**src/rtl/netfmt_pkg.sv**
```systemverilog
package netfmt_pkg;

    localparam int STEP_W = 5;

    localparam logic [7:0] CH_SP = 8'h20;
    localparam logic [7:0] CH_CR = 8'h0D;
    localparam logic [7:0] CH_LF = 8'h0A;
    localparam logic [7:0] CH_V  = 8'h56;
    localparam logic [7:0] CH_R  = 8'h52;
    localparam logic [7:0] CH_Q  = 8'h51;
    localparam logic [7:0] CH_D  = 8'h44;
    localparam logic [7:0] CH_C  = 8'h43;
    localparam logic [7:0] CH_N  = 8'h4E;
    localparam logic [7:0] CH_P  = 8'h50;
    localparam logic [7:0] CH_0  = 8'h30;

    typedef enum logic [1:0] {
        CLS_VSRC = 2'd0,
        CLS_RES  = 2'd1,
        CLS_NPN  = 2'd2,
        CLS_SKIP = 2'd3
    } comp_cls_e;

    typedef enum logic [1:0] {
        TK_LIT = 2'd0,
        TK_NUM = 2'd1,
        TK_SFX = 2'd2,
        TK_END = 2'd3
    } tok_kind_e;

    typedef enum logic [2:0] {
        FLD_IDX = 3'd0,
        FLD_NA  = 3'd1,
        FLD_NB  = 3'd2,
        FLD_NC  = 3'd3,
        FLD_VAL = 3'd4
    } fld_sel_e;

    typedef struct packed {
        tok_kind_e  kind;
        logic [7:0] ch;
        fld_sel_e   fld;
    } tok_t;

    typedef enum logic {
        ST_IDLE = 1'b0,
        ST_EMIT = 1'b1
    } fmt_state_e;

    function automatic logic [7:0] mult_char(logic [1:0] code);
        case (code)
            2'd1:    return 8'h6B;
            2'd2:    return 8'h6D;
            2'd3:    return 8'h75;
            default: return CH_SP;
        endcase
    endfunction

endpackage

```
**src/rtl/netfmt_bcd.sv**
```systemverilog
module netfmt_bcd #(
    parameter  int NUM_W  = 10,
    parameter  int DIGITS = 3,
    localparam int CNT_W  = $clog2(DIGITS + 1)
) (
    input  logic [NUM_W-1:0]    bin,
    output logic [DIGITS*4-1:0] bcd,
    output logic [CNT_W-1:0]    ndig
);

    logic [DIGITS-1:0] nz;

    always_comb begin
        logic [DIGITS*4-1:0] acc;
        acc = '0;
        for (int i = NUM_W - 1; i >= 0; i--) begin
            for (int d = 0; d < DIGITS; d++) begin
                if (acc[d*4+:4] > 4'd4) begin
                    acc[d*4+:4] = acc[d*4+:4] + 4'd3;
                end
            end
            acc = {acc[DIGITS*4-2:0], bin[i]};
        end
        bcd = acc;
    end

    for (genvar g = 0; g < DIGITS; g++) begin : g_nz
        assign nz[g] = |bcd[g*4+:4];
    end

    always_comb begin
        ndig = CNT_W'(1);
        for (int d = 1; d < DIGITS; d++) begin
            if (nz[d]) begin
                ndig = CNT_W'(d + 1);
            end
        end
    end

endmodule

```
**src/rtl/netfmt_tokens.sv**
```systemverilog
module netfmt_tokens
    import netfmt_pkg::*;
(
    input  comp_cls_e         cls,
    input  logic              has_sfx,
    input  logic [STEP_W-1:0] step,
    output tok_t              tok
);

    function automatic tok_t t_lit(logic [7:0] c);
        return '{kind: TK_LIT, ch: c, fld: FLD_IDX};
    endfunction

    function automatic tok_t t_num(fld_sel_e f);
        return '{kind: TK_NUM, ch: CH_0, fld: f};
    endfunction

    function automatic tok_t t_sfx();
        return '{kind: TK_SFX, ch: CH_SP, fld: FLD_IDX};
    endfunction

    function automatic tok_t t_end();
        return '{kind: TK_END, ch: CH_SP, fld: FLD_IDX};
    endfunction

    logic [7:0] lead;
    tok_t       tail;
    int         ts;

    always_comb begin
        case (cls)
            CLS_VSRC: lead = CH_V;
            CLS_RES:  lead = CH_R;
            default:  lead = CH_Q;
        endcase
    end

    always_comb begin
        ts   = int'(step) - 8;
        tail = t_end();
        case (cls)
            CLS_VSRC: begin
                case (ts)
                    0: tail = t_lit(CH_D);
                    1: tail = t_lit(CH_C);
                    2: tail = t_lit(CH_SP);
                    3: tail = t_num(FLD_VAL);
                    4: tail = t_lit(CH_CR);
                    5: tail = t_lit(CH_LF);
                    default: tail = t_end();
                endcase
            end
            CLS_RES: begin
                if (has_sfx) begin
                    case (ts)
                        0: tail = t_num(FLD_VAL);
                        1: tail = t_sfx();
                        2: tail = t_lit(CH_CR);
                        3: tail = t_lit(CH_LF);
                        default: tail = t_end();
                    endcase
                end else begin
                    case (ts)
                        0: tail = t_num(FLD_VAL);
                        1: tail = t_lit(CH_CR);
                        2: tail = t_lit(CH_LF);
                        default: tail = t_end();
                    endcase
                end
            end
            CLS_NPN: begin
                case (ts)
                    0: tail = t_num(FLD_NC);
                    1: tail = t_lit(CH_SP);
                    2: tail = t_lit(CH_N);
                    3: tail = t_lit(CH_P);
                    4: tail = t_lit(CH_N);
                    5: tail = t_lit(CH_CR);
                    6: tail = t_lit(CH_LF);
                    default: tail = t_end();
                endcase
            end
            default: tail = t_end();
        endcase
    end

    always_comb begin
        tok = t_end();
        if (cls != CLS_SKIP) begin
            case (int'(step))
                0:          tok = t_lit(lead);
                1, 3, 5, 7: tok = t_lit(CH_SP);
                2:          tok = t_num(FLD_IDX);
                4:          tok = t_num(FLD_NA);
                6:          tok = t_num(FLD_NB);
                default:    tok = tail;
            endcase
        end
    end

endmodule

```
**src/rtl/netlist_line_fmt.sv**
```systemverilog
module netlist_line_fmt
    import netfmt_pkg::*;
#(
    parameter int NUM_W  = 10,
    parameter int DIGITS = 3
) (
    input  logic             clk,
    input  logic             rst_n,
    input  logic             rec_valid,
    output logic             rec_ready,
    input  logic             rec_last,
    input  logic [1:0]       rec_class,
    input  logic [NUM_W-1:0] rec_index,
    input  logic [NUM_W-1:0] rec_node_a,
    input  logic [NUM_W-1:0] rec_node_b,
    input  logic [NUM_W-1:0] rec_node_c,
    input  logic [NUM_W-1:0] rec_value,
    input  logic [1:0]       rec_mult,
    output logic             out_valid,
    input  logic             out_ready,
    output logic [7:0]       out_byte,
    output logic             done
);

    localparam int CNT_W = $clog2(DIGITS + 1);
    localparam int IDX_W = (DIGITS > 1) ? $clog2(DIGITS) : 1;
    localparam int BCD_W = DIGITS * 4;

    typedef struct packed {
        fmt_state_e        st;
        logic [STEP_W-1:0] step;
        logic              num_act;
        logic [IDX_W-1:0]  dig;
        logic              done;
        logic              last;
        comp_cls_e         cls;
        logic [1:0]        mult;
        logic [NUM_W-1:0]  idx;
        logic [NUM_W-1:0]  na;
        logic [NUM_W-1:0]  nb;
        logic [NUM_W-1:0]  nc;
        logic [NUM_W-1:0]  val;
    } fmt_reg_t;

    fmt_reg_t s_d, s_q;

    tok_t             tok;
    logic [NUM_W-1:0] fval;
    logic [BCD_W-1:0] fbcd;
    logic [CNT_W-1:0] fndig;
    logic [IDX_W-1:0] cur_di;
    logic [3:0]       dsel;
    logic             has_byte;
    logic [7:0]       byte_d;
    logic             fire;

    netfmt_tokens u_tokens (
        .cls     (s_q.cls),
        .has_sfx (s_q.mult != 2'd0),
        .step    (s_q.step),
        .tok     (tok)
    );

    always_comb begin
        case (tok.fld)
            FLD_IDX: fval = s_q.idx;
            FLD_NA:  fval = s_q.na;
            FLD_NB:  fval = s_q.nb;
            FLD_NC:  fval = s_q.nc;
            default: fval = s_q.val;
        endcase
    end

    netfmt_bcd #(
        .NUM_W  (NUM_W),
        .DIGITS (DIGITS)
    ) u_bcd (
        .bin  (fval),
        .bcd  (fbcd),
        .ndig (fndig)
    );

    assign cur_di = s_q.num_act ? s_q.dig : IDX_W'(fndig - CNT_W'(1));
    assign dsel   = 4'(fbcd >> (int'(cur_di) * 4));

    always_comb begin
        case (tok.kind)
            TK_LIT:  begin has_byte = 1'b1; byte_d = tok.ch; end
            TK_NUM:  begin has_byte = 1'b1; byte_d = CH_0 | {4'h0, dsel}; end
            TK_SFX:  begin has_byte = 1'b1; byte_d = mult_char(s_q.mult); end
            default: begin has_byte = 1'b0; byte_d = CH_SP; end
        endcase
    end

    assign out_valid = (s_q.st == ST_EMIT) && has_byte;
    assign out_byte  = byte_d;
    assign rec_ready = (s_q.st == ST_IDLE);
    assign done      = s_q.done;
    assign fire      = out_valid && out_ready;

    always_comb begin
        s_d = s_q;
        case (s_q.st)
            ST_IDLE: begin
                if (rec_valid) begin
                    s_d.done    = 1'b0;
                    s_d.last    = rec_last;
                    s_d.cls     = comp_cls_e'(rec_class);
                    s_d.mult    = rec_mult;
                    s_d.idx     = rec_index;
                    s_d.na      = rec_node_a;
                    s_d.nb      = rec_node_b;
                    s_d.nc      = rec_node_c;
                    s_d.val     = rec_value;
                    s_d.step    = '0;
                    s_d.num_act = 1'b0;
                    s_d.dig     = '0;
                    if (comp_cls_e'(rec_class) == CLS_SKIP) begin
                        s_d.done = rec_last;
                    end else begin
                        s_d.st = ST_EMIT;
                    end
                end
            end
            default: begin
                case (tok.kind)
                    TK_NUM: begin
                        if (fire) begin
                            if (cur_di == '0) begin
                                s_d.step    = s_q.step + 1'b1;
                                s_d.num_act = 1'b0;
                            end else begin
                                s_d.dig     = cur_di - 1'b1;
                                s_d.num_act = 1'b1;
                            end
                        end
                    end
                    TK_END: begin
                        s_d.st   = ST_IDLE;
                        s_d.done = s_q.last;
                    end
                    default: begin
                        if (fire) begin
                            s_d.step = s_q.step + 1'b1;
                        end
                    end
                endcase
            end
        endcase
    end

    always_ff @(posedge clk or negedge rst_n) begin
        if (!rst_n) begin
            s_q <= '0;
        end else begin
            s_q <= s_d;
        end
    end

endmodule

```
**config.mk**
```make
export PLATFORM = sky130hd
export DESIGN_NAME = netlist_line_fmt
export DESIGN_NICKNAME = d
export VERILOG_FILES = /design/src/rtl/netfmt_pkg.sv /design/src/rtl/netfmt_bcd.sv /design/src/rtl/netfmt_tokens.sv /design/src/rtl/netlist_line_fmt.sv
export SDC_FILE = /design/constraint.sdc
export NUM_CORES = 1
export LEC_CHECK = 0
export BUFFER_PORTS_ARGS = -buffer_cell sky130_fd_sc_hd__buf_4
export CAP_MARGIN = 10
export CELL_PAD_IN_SITES_DETAIL_PLACEMENT = 0
export CELL_PAD_IN_SITES_GLOBAL_PLACEMENT = 1
export CORE_MARGIN = 2
export CORE_UTILIZATION = 40
export CTS_CLUSTER_SIZE = 24
export DETAILED_ROUTE_END_ITERATION = 10
export GPL_TIMING_DRIVEN = 0
export HOLD_SLACK_MARGIN = 0.1
export PLACE_DENSITY = 0.78
export SYNTH_ARGS = -nofsm -noshare
export SYNTH_HDL_FRONTEND = slang
export SYNTH_SLANG_ARGS = --single-unit
```
**constraint.sdc**
```tcl
create_clock -name clk -period 11 [get_ports clk]
set_input_delay 0.55 -clock clk [delete_from_list [all_inputs] [get_ports clk]]
set_output_delay 0.55 -clock clk [all_outputs]
set_load 0.005 [all_outputs]
```
After elaboration in Yosys (flattened, before gate mapping)
Cells that the tools add are included.
{"block": "totals", "input_bits": 59, "out_inout_bits": 11, "word_cells": 136, "ff_bits": 65}
{"block": "classes", "n_shift": 1, "bitwise_logic": 1, "n_lt_le_gt_ge": 12, "muxes": 41, "eq_ne": 32, "addsub": 16, "reduce_logical": 20}
{"cell": "$pmux 13 s6", "n": 2}
{"cell": "$eq 32x3->1 const B", "n": 3}
{"cell": "$pmux 13 s3", "n": 2}
{"cell": "$mux 65", "n": 1}
{"cell": "$pmux 13 s5", "n": 1}
{"cell": "$eq 32x2->1 const B", "n": 2}
{"cell": "$pmux 13 s4", "n": 1}
{"cell": "$mux 4", "n": 11}
{"cell": "$pmux 10 s4", "n": 1}
{"cell": "$add 4x2->4 const B", "n": 9}
{"cell": "$gt 4x3->1 const B", "n": 9}
{"cell": "$eq 32x1->1 const B", "n": 1}
{"cell": "$logic_not 32->1", "n": 1}
{"cell": "$mux 13", "n": 2}
{"cell": "$pmux 8 s3", "n": 1}
{"cell": "$pmux 7 s3", "n": 1}
{"cell": "$eq 5x3->1 const B", "n": 4}
{"cell": "$eq 2x2->1 const B", "n": 6}
{"cell": "$reduce_or 4->1", "n": 3}
{"cell": "$shr 12x4->4", "n": 1}
{"cell": "$eq 5x2->1 const B", "n": 2}
{"cell": "$mux 10", "n": 1}
{"cell": "$mux 5", "n": 2}
{"cell": "$pmux 5 s2", "n": 1}
{"cell": "29 further kinds", "n": 55}

Depth between registers and ports, before layout
{"block": "logic_depth", "word_depth": 33, "mapped_depth": 59, "ltp_nobuf": 54}

By module
From an unflattened synthesis, not the netlist that was laid out.
{"block": "hier_totals", "cells_unflattened": 765, "hier_area_um2": 6038.3}
{"mod": "netlist_line_fmt", "instances": 1, "seq_area_each_um2": 1626.6, "cells_each": 368, "area_per_inst_um2": 3379.5}
{"mod": "netfmt_bcd", "instances": 1, "seq_area_each_um2": 0.0, "cells_each": 286, "area_per_inst_um2": 1980.6}
{"mod": "netfmt_tokens", "instances": 1, "seq_area_each_um2": 0.0, "cells_each": 111, "area_per_inst_um2": 678.2}

Worst setup path after synthesis
No wires, ideal clock.
{"block": "synth_timing", "kind": "register -> register", "from": "register s_q[62] (netlist bit)", "to": "register s_q[63] (netlist bit)", "period_less_slack_ps": 10685, "stages_incl_launch_ff": 59, "n_path_buf": 6, "arrival_ps": 10606, "setup_ps": 78, "slack_ps": 315, "required_ps": 10922, "path_cell_list": "dfrtp_1 > buf_4 > clkinv_1 > ha_1 > buf_2 > nand4b_1 > nand3_1 > and3_1 > buf_2 > o311a_1 > o211ai_1 > ha_1 > inv_1 > a21oi_1 > a31oi_1 > nand2_1 > ha_1 > inv_1 > (+23 left out) > ha_1 > a211oi_1 > mux2i_2 > ha_1 > clkbuf_1 > inv_1 > a22oi_1 > o22a_1 > o21ai_0 > nor3_1 > o21a_1 > ha_1 > nand2b_1 > nand2b_1 > a21oi_1 > nand2_1 > or3_1 > a21oi_1"}
{"block": "synth_between", "elab_chain_cells": 31, "word_cells_on_any_way": 92, "cone_classes": "15 x add/sub; 12 x order compare; 22 x eq/ne; 30 x mux; 13 x reduce/logical"}
{"element": "start, declared", "line_no": "netlist_line_fmt.sv:45", "rtl": "fmt_reg_t s_d, s_q;"}
{"element": "start signal, assigned", "line_no": "netlist_line_fmt.sv:154", "rtl": "s_q <= '0;"}
{"element": "start signal, assigned", "line_no": "netlist_line_fmt.sv:156", "rtl": "s_q <= s_d;"}
{"element": "$sub 5x4->6", "line_no": "netfmt_tokens.sv:39", "rtl": "ts = int'(step) - 8;"}
{"element": "$eq 32x2->1 (tied with other cells)"}
{"element": "$reduce_or 2->1 (no source line) (tied with other cells)"}
{"element": "$pmux 13 s6 / $mux 13 (equally long branches)", "line_no": "netfmt_tokens.sv:72, netfmt_tokens.sv:54"}
{"element": "$pmux 13 s3", "line_no": "netfmt_tokens.sv:41", "rtl": "case (cls)"}
{"element": "$pmux 13 s5", "line_no": "netfmt_tokens.sv:90", "rtl": "case (int'(step))"}
{"element": "$mux 13", "line_no": "netfmt_tokens.sv:89", "rtl": "if (cls != CLS_SKIP) begin"}
{"element": "$eq 3x2->1 (tied with other cells)", "line_no": "netlist_line_fmt.sv:65", "rtl": "case (tok.fld)"}
{"element": "(+14 left out)"}
{"element": "$mux 4", "line_no": "netfmt_bcd.sv:18", "rtl": "if (acc[d*4+:4] > 4'd4) begin"}
{"element": "$reduce_or 4->1", "line_no": "netfmt_bcd.sv:28", "rtl": "assign nz[g] = |bcd[g*4+:4];"}
{"element": "$mux 2 (2 in series)", "line_no": "netfmt_bcd.sv:34", "rtl": "if (nz[d]) begin"}
{"element": "$sub 2x1->2", "line_no": "netlist_line_fmt.sv:83", "rtl": "assign cur_di = s_q.num_act ? s_q.dig : IDX_W'(fndig - CNT_W'(1));"}
{"element": "$mux 2", "line_no": "netlist_line_fmt.sv:83"}
{"element": "$logic_not 2->1", "line_no": "netlist_line_fmt.sv:129", "rtl": "if (cur_di == '0) begin"}
{"element": "$ne 3x3->1 (no source line)"}
{"element": "$reduce_and 4->1 (no source line)"}
Several ways; a longest one is shown, not always the timed one. The select of a mux whose other input is x is not followed.
A chain may end at the register's enable or synchronous reset.

Final worst setup path
{"block": "layout_timing", "from": "register s_q[62] (netlist bit)", "to": "output port out_byte[0]"}
{"block": "layout_between", "elab_chain_cells": 30, "word_cells_on_any_way": 78, "cone_classes": "14 x add/sub; 12 x order compare; 18 x eq/ne; 1 x shift; 25 x mux; 8 x reduce/logical"}
{"element": "$sub 5x4->6", "line_no": "netfmt_tokens.sv:39"}
{"element": "$eq 32x2->1 (tied with other cells)"}
{"element": "$reduce_or 2->1 (no source line) (tied with other cells)"}
{"element": "$pmux 13 s6 / $mux 13 (equally long branches)", "line_no": "netfmt_tokens.sv:72, netfmt_tokens.sv:54"}
{"element": "$pmux 13 s3", "line_no": "netfmt_tokens.sv:41"}
{"element": "$pmux 13 s5 (*)", "line_no": "netfmt_tokens.sv:90"}
{"element": "$mux 13 (*)", "line_no": "netfmt_tokens.sv:89"}
{"element": "$eq 3x2->1 (tied with other cells)", "line_no": "netlist_line_fmt.sv:65"}
{"element": "(+13 left out)"}
{"element": "$add 4x2->4 / $gt 4x3->1 (equally long branches)", "line_no": "netfmt_bcd.sv:19, netfmt_bcd.sv:18"}
{"element": "$mux 4", "line_no": "netfmt_bcd.sv:18"}
{"element": "$reduce_or 4->1", "line_no": "netfmt_bcd.sv:28"}
{"element": "$mux 2 (2 in series)", "line_no": "netfmt_bcd.sv:34"}
{"element": "$sub 2x1->2", "line_no": "netlist_line_fmt.sv:83"}
{"element": "$mux 2", "line_no": "netlist_line_fmt.sv:83"}
{"element": "$shr 12x4->4", "line_no": "netlist_line_fmt.sv:84", "rtl": "assign dsel = 4'(fbcd >> (int'(cur_di) * 4));"}
{"element": "$pmux 8 s3 (*)", "line_no": "netlist_line_fmt.sv:87", "rtl": "case (tok.kind)"}
{"element": "end, declared", "line_no": "netlist_line_fmt.sv:21", "rtl": "output logic [7:0] out_byte,"}
Every way passes the cells marked *; elsewhere a longest branch is shown, timed or not.

==> results.py <==
metrics = {
    "status": {
        "status": "completed",
    },
    "global_route": {
        "grt-ovfl-total": 0,
        "grt_start_max_net_pins": 66,
        "grt_antenna_before_repair": 0,
        "grtUsageTotal_pct": 23.5,
        "grt_pass1_vias": 5962,
        "grt_pass1_wl_um": 30900,
    },
    "worst_hold_path": {
        "hold_class": "in2async",
    },
    "clocking": {
        "cts_tree": "done",
        "cts_root_buffer": "clkbuf_16",
        "cts_made_buffers": 9,
        "ctsLongestPathBuffers": 2,
        "cts-htree-levels": 3,
        "clock_latency_ps": 340,
        "clk_pin_slew_ps": 60,
        "cts_sinks": 65,
    },
    "placed_design": {
        "dp_hpwl_um": 14500,
        "post-place-ws_ps": -2190,
        "place_area_um2": 6980,
        "io_buffers": 68,
        "place.gp.congestion": 0.905,
    },
    "synthesis": {
        "ys_ff_latch": 65,
        "yosysWarningCount": 0,
        "ys_seq_area_share_pct": 26.1,
        "synth_edf_count": 0,
        "synthesis.nets": 918,
        "syn_inst": 825,
        "synthArstFlopShare_pct": 100,
        "synth_ff_type": "dfrtp_1",
        "syn_area_per_cell_um2": 7.56,
        "synth.distinct_cells": 99,
        "syn_area_um2": 6240,
    },
    "setup_path": {
        "r2r-start": "s_q[62]",
        "crit_type": "reg2out",
        "path_common_cell": "buf_4",
        "reg2reg_slack_ps": 450,
        "arrival_ps": 10120,
        "crit_family": "compound AO/OA/AOI/OAI gates",
        "critPathBufInv": 13,
        "worst_r2r_endpoint": "s_q[61]",
        "crit_path_end_kind": "primary output",
        "r2r_cells": 55,
        "critPathMaxStageDelay_ps": 470,
        "startpoint_type": "flop",
        "crit_required_ps": 10450,
        "cp_max_fo": 10,
        "critPathSlowestCell": "o41ai_4",
    },
    "detailed_routing": {
        "vias_per_cell": 5.72,
        "firstDrtPassIters": 6,
        "ant_nets": 0,
        "drc": 0,
        "vias": 6501,
        "wl_per_cell_um": 17.7,
        "drt_iter0_drc": 469,
        "drt_wl_total_um": 20100,
    },
    "finish": {
        "final_cell_mix": "nand2_1, buf_4, dfrtp_1",
        "fin_util_pct": 52.9,
        "drive_above_1_share_pct": 24.6,
        "diodes": 0,
        "nets": 1037,
        "area_growth_pct": 29.0,
        "design_area_um2": 8050,
        "layout_commonest_cell": "nand2_1",
    },
    "floorplanning": {
        "core_um2": 15200,
        "row_count": 45,
        "dieArea_um2": 16600,
        "io_pins": 70,
        "fp.dieW_um": 129,
        "die_y_um": 129,
        "initial_core_util_pct": 41.0,
    },
    "sta": {
        "fin_ws_ps": 325,
        "hold_viol": 0,
        "worst_pin_slew_ps": 862,
        "max_slew_margin_pct": 41.9,
        "finalCritPeriodShare_pct": 97.0,
        "clock_skew_ps": 8.48,
        "fin_setup_tns_ps": 0,
        "setup_viol": 0,
        "finalWorstPathRequiredPeriod_ps": 10670,
        "fmax_ghz": 0.0937,
        "slew_viol_final": 0,
    },
    "job": {
        "drv_cap": 0,
    },
}
[per-stage QoR]
stage / cells / hold slack, ps
detailed placement: 1081 / 461
finish: 1137 / 307
global route: 1137 / 382
floorplan: 825 / 254
CTS: 1110 / 342
global placement: 1081 / 444
[synthesized netlist by cell type, drive strengths merged, types with 5 or more instances]
master     n  share of area (%)
a211o      6               0.84
nor3      19                1.6
or2        5               0.54
xnor2      9                1.4
buf       17                1.4
inv       32                1.9
a31oi      9                1.1
nand2b    10                1.0
and3       7               0.78
nand2    215                 13
nand3     20                1.6
and2      11                1.1
o31ai      5               0.68
dfrtp     65                 26
a211oi    12                1.6
or3        6               0.60
o211ai    15                2.0
a21oi     43                3.7
nor2      62                3.8
o21a       7               0.86
o221ai    10                1.8
o21ai     43                3.5
mux2       7                1.3
o2111ai    6               0.84
ha        34                6.8
a21o       9                1.1
mux2i     32                5.3
clkbuf    18                1.1
[logic make-up after synthesis]
logic type,synth area share (%)
and+or+nand+nor,27.3
AOI/OAI and AO/OA,26.2
buffers and inverters,4.63
DFF,26.1
muxes,6.64
adders and majority gates,7.14
xor gates and xnor gates,1.95
other,0.0601
[timing repair]
item                                   CTS  global route
hold buffers                             0             0
endpoints found under the hold margin    0             0
buffers inserted                        15            26
resized for setup                       41            52
gates cloned                             0             1
pin swaps                               13            25
setup endpoints to repair               12            12
[worst max-delay path by stage]
stage,from,depth (start not counted),end
after floorplan,s_q[62],58,s_q[63]
after global placement,s_q[62],51,out_byte[3]
after detailed placement,s_q[62],51,out_byte[3]
after CTS,s_q[62],54,out_byte[3]
after global routing,s_q[62],51,out_byte[3]
final,s_q[62],49,out_byte[0]
[metal layers]
| layer | up-vias | GRT usage, % | routed length, um |
|---|---|---|---|
| met2 | 198 | 38.4 | 9290 |
| met4 | 0 | 8.12 | 582 |
| met5 | - | 0 | 0 |
| li1 | 3210 | - | - |
| met3 | 36 | 2.74 | 897 |
| met1 | 3057 | 32.3 | 9350 |
[flip-flops by register name (all words and copies together), names as in the netlist]
register  cells
done          1
s_q          64
[layout make-up]
cell class / instances / area, um2
clock buffers: 10 / 229
repair buffers: 109 / 816
fillers: 1515 / 7150
well taps: 188 / 235
inverters: 35 / 138
multi-input cells: 691 / 4720
plain buffers: 33 / 165
clock inverters: 6 / 115
flip-flops and latches: 65 / 1630
Power is not shown: default switching activity piles up to over one toggle a cycle in this logic, so the estimate is an artifact.
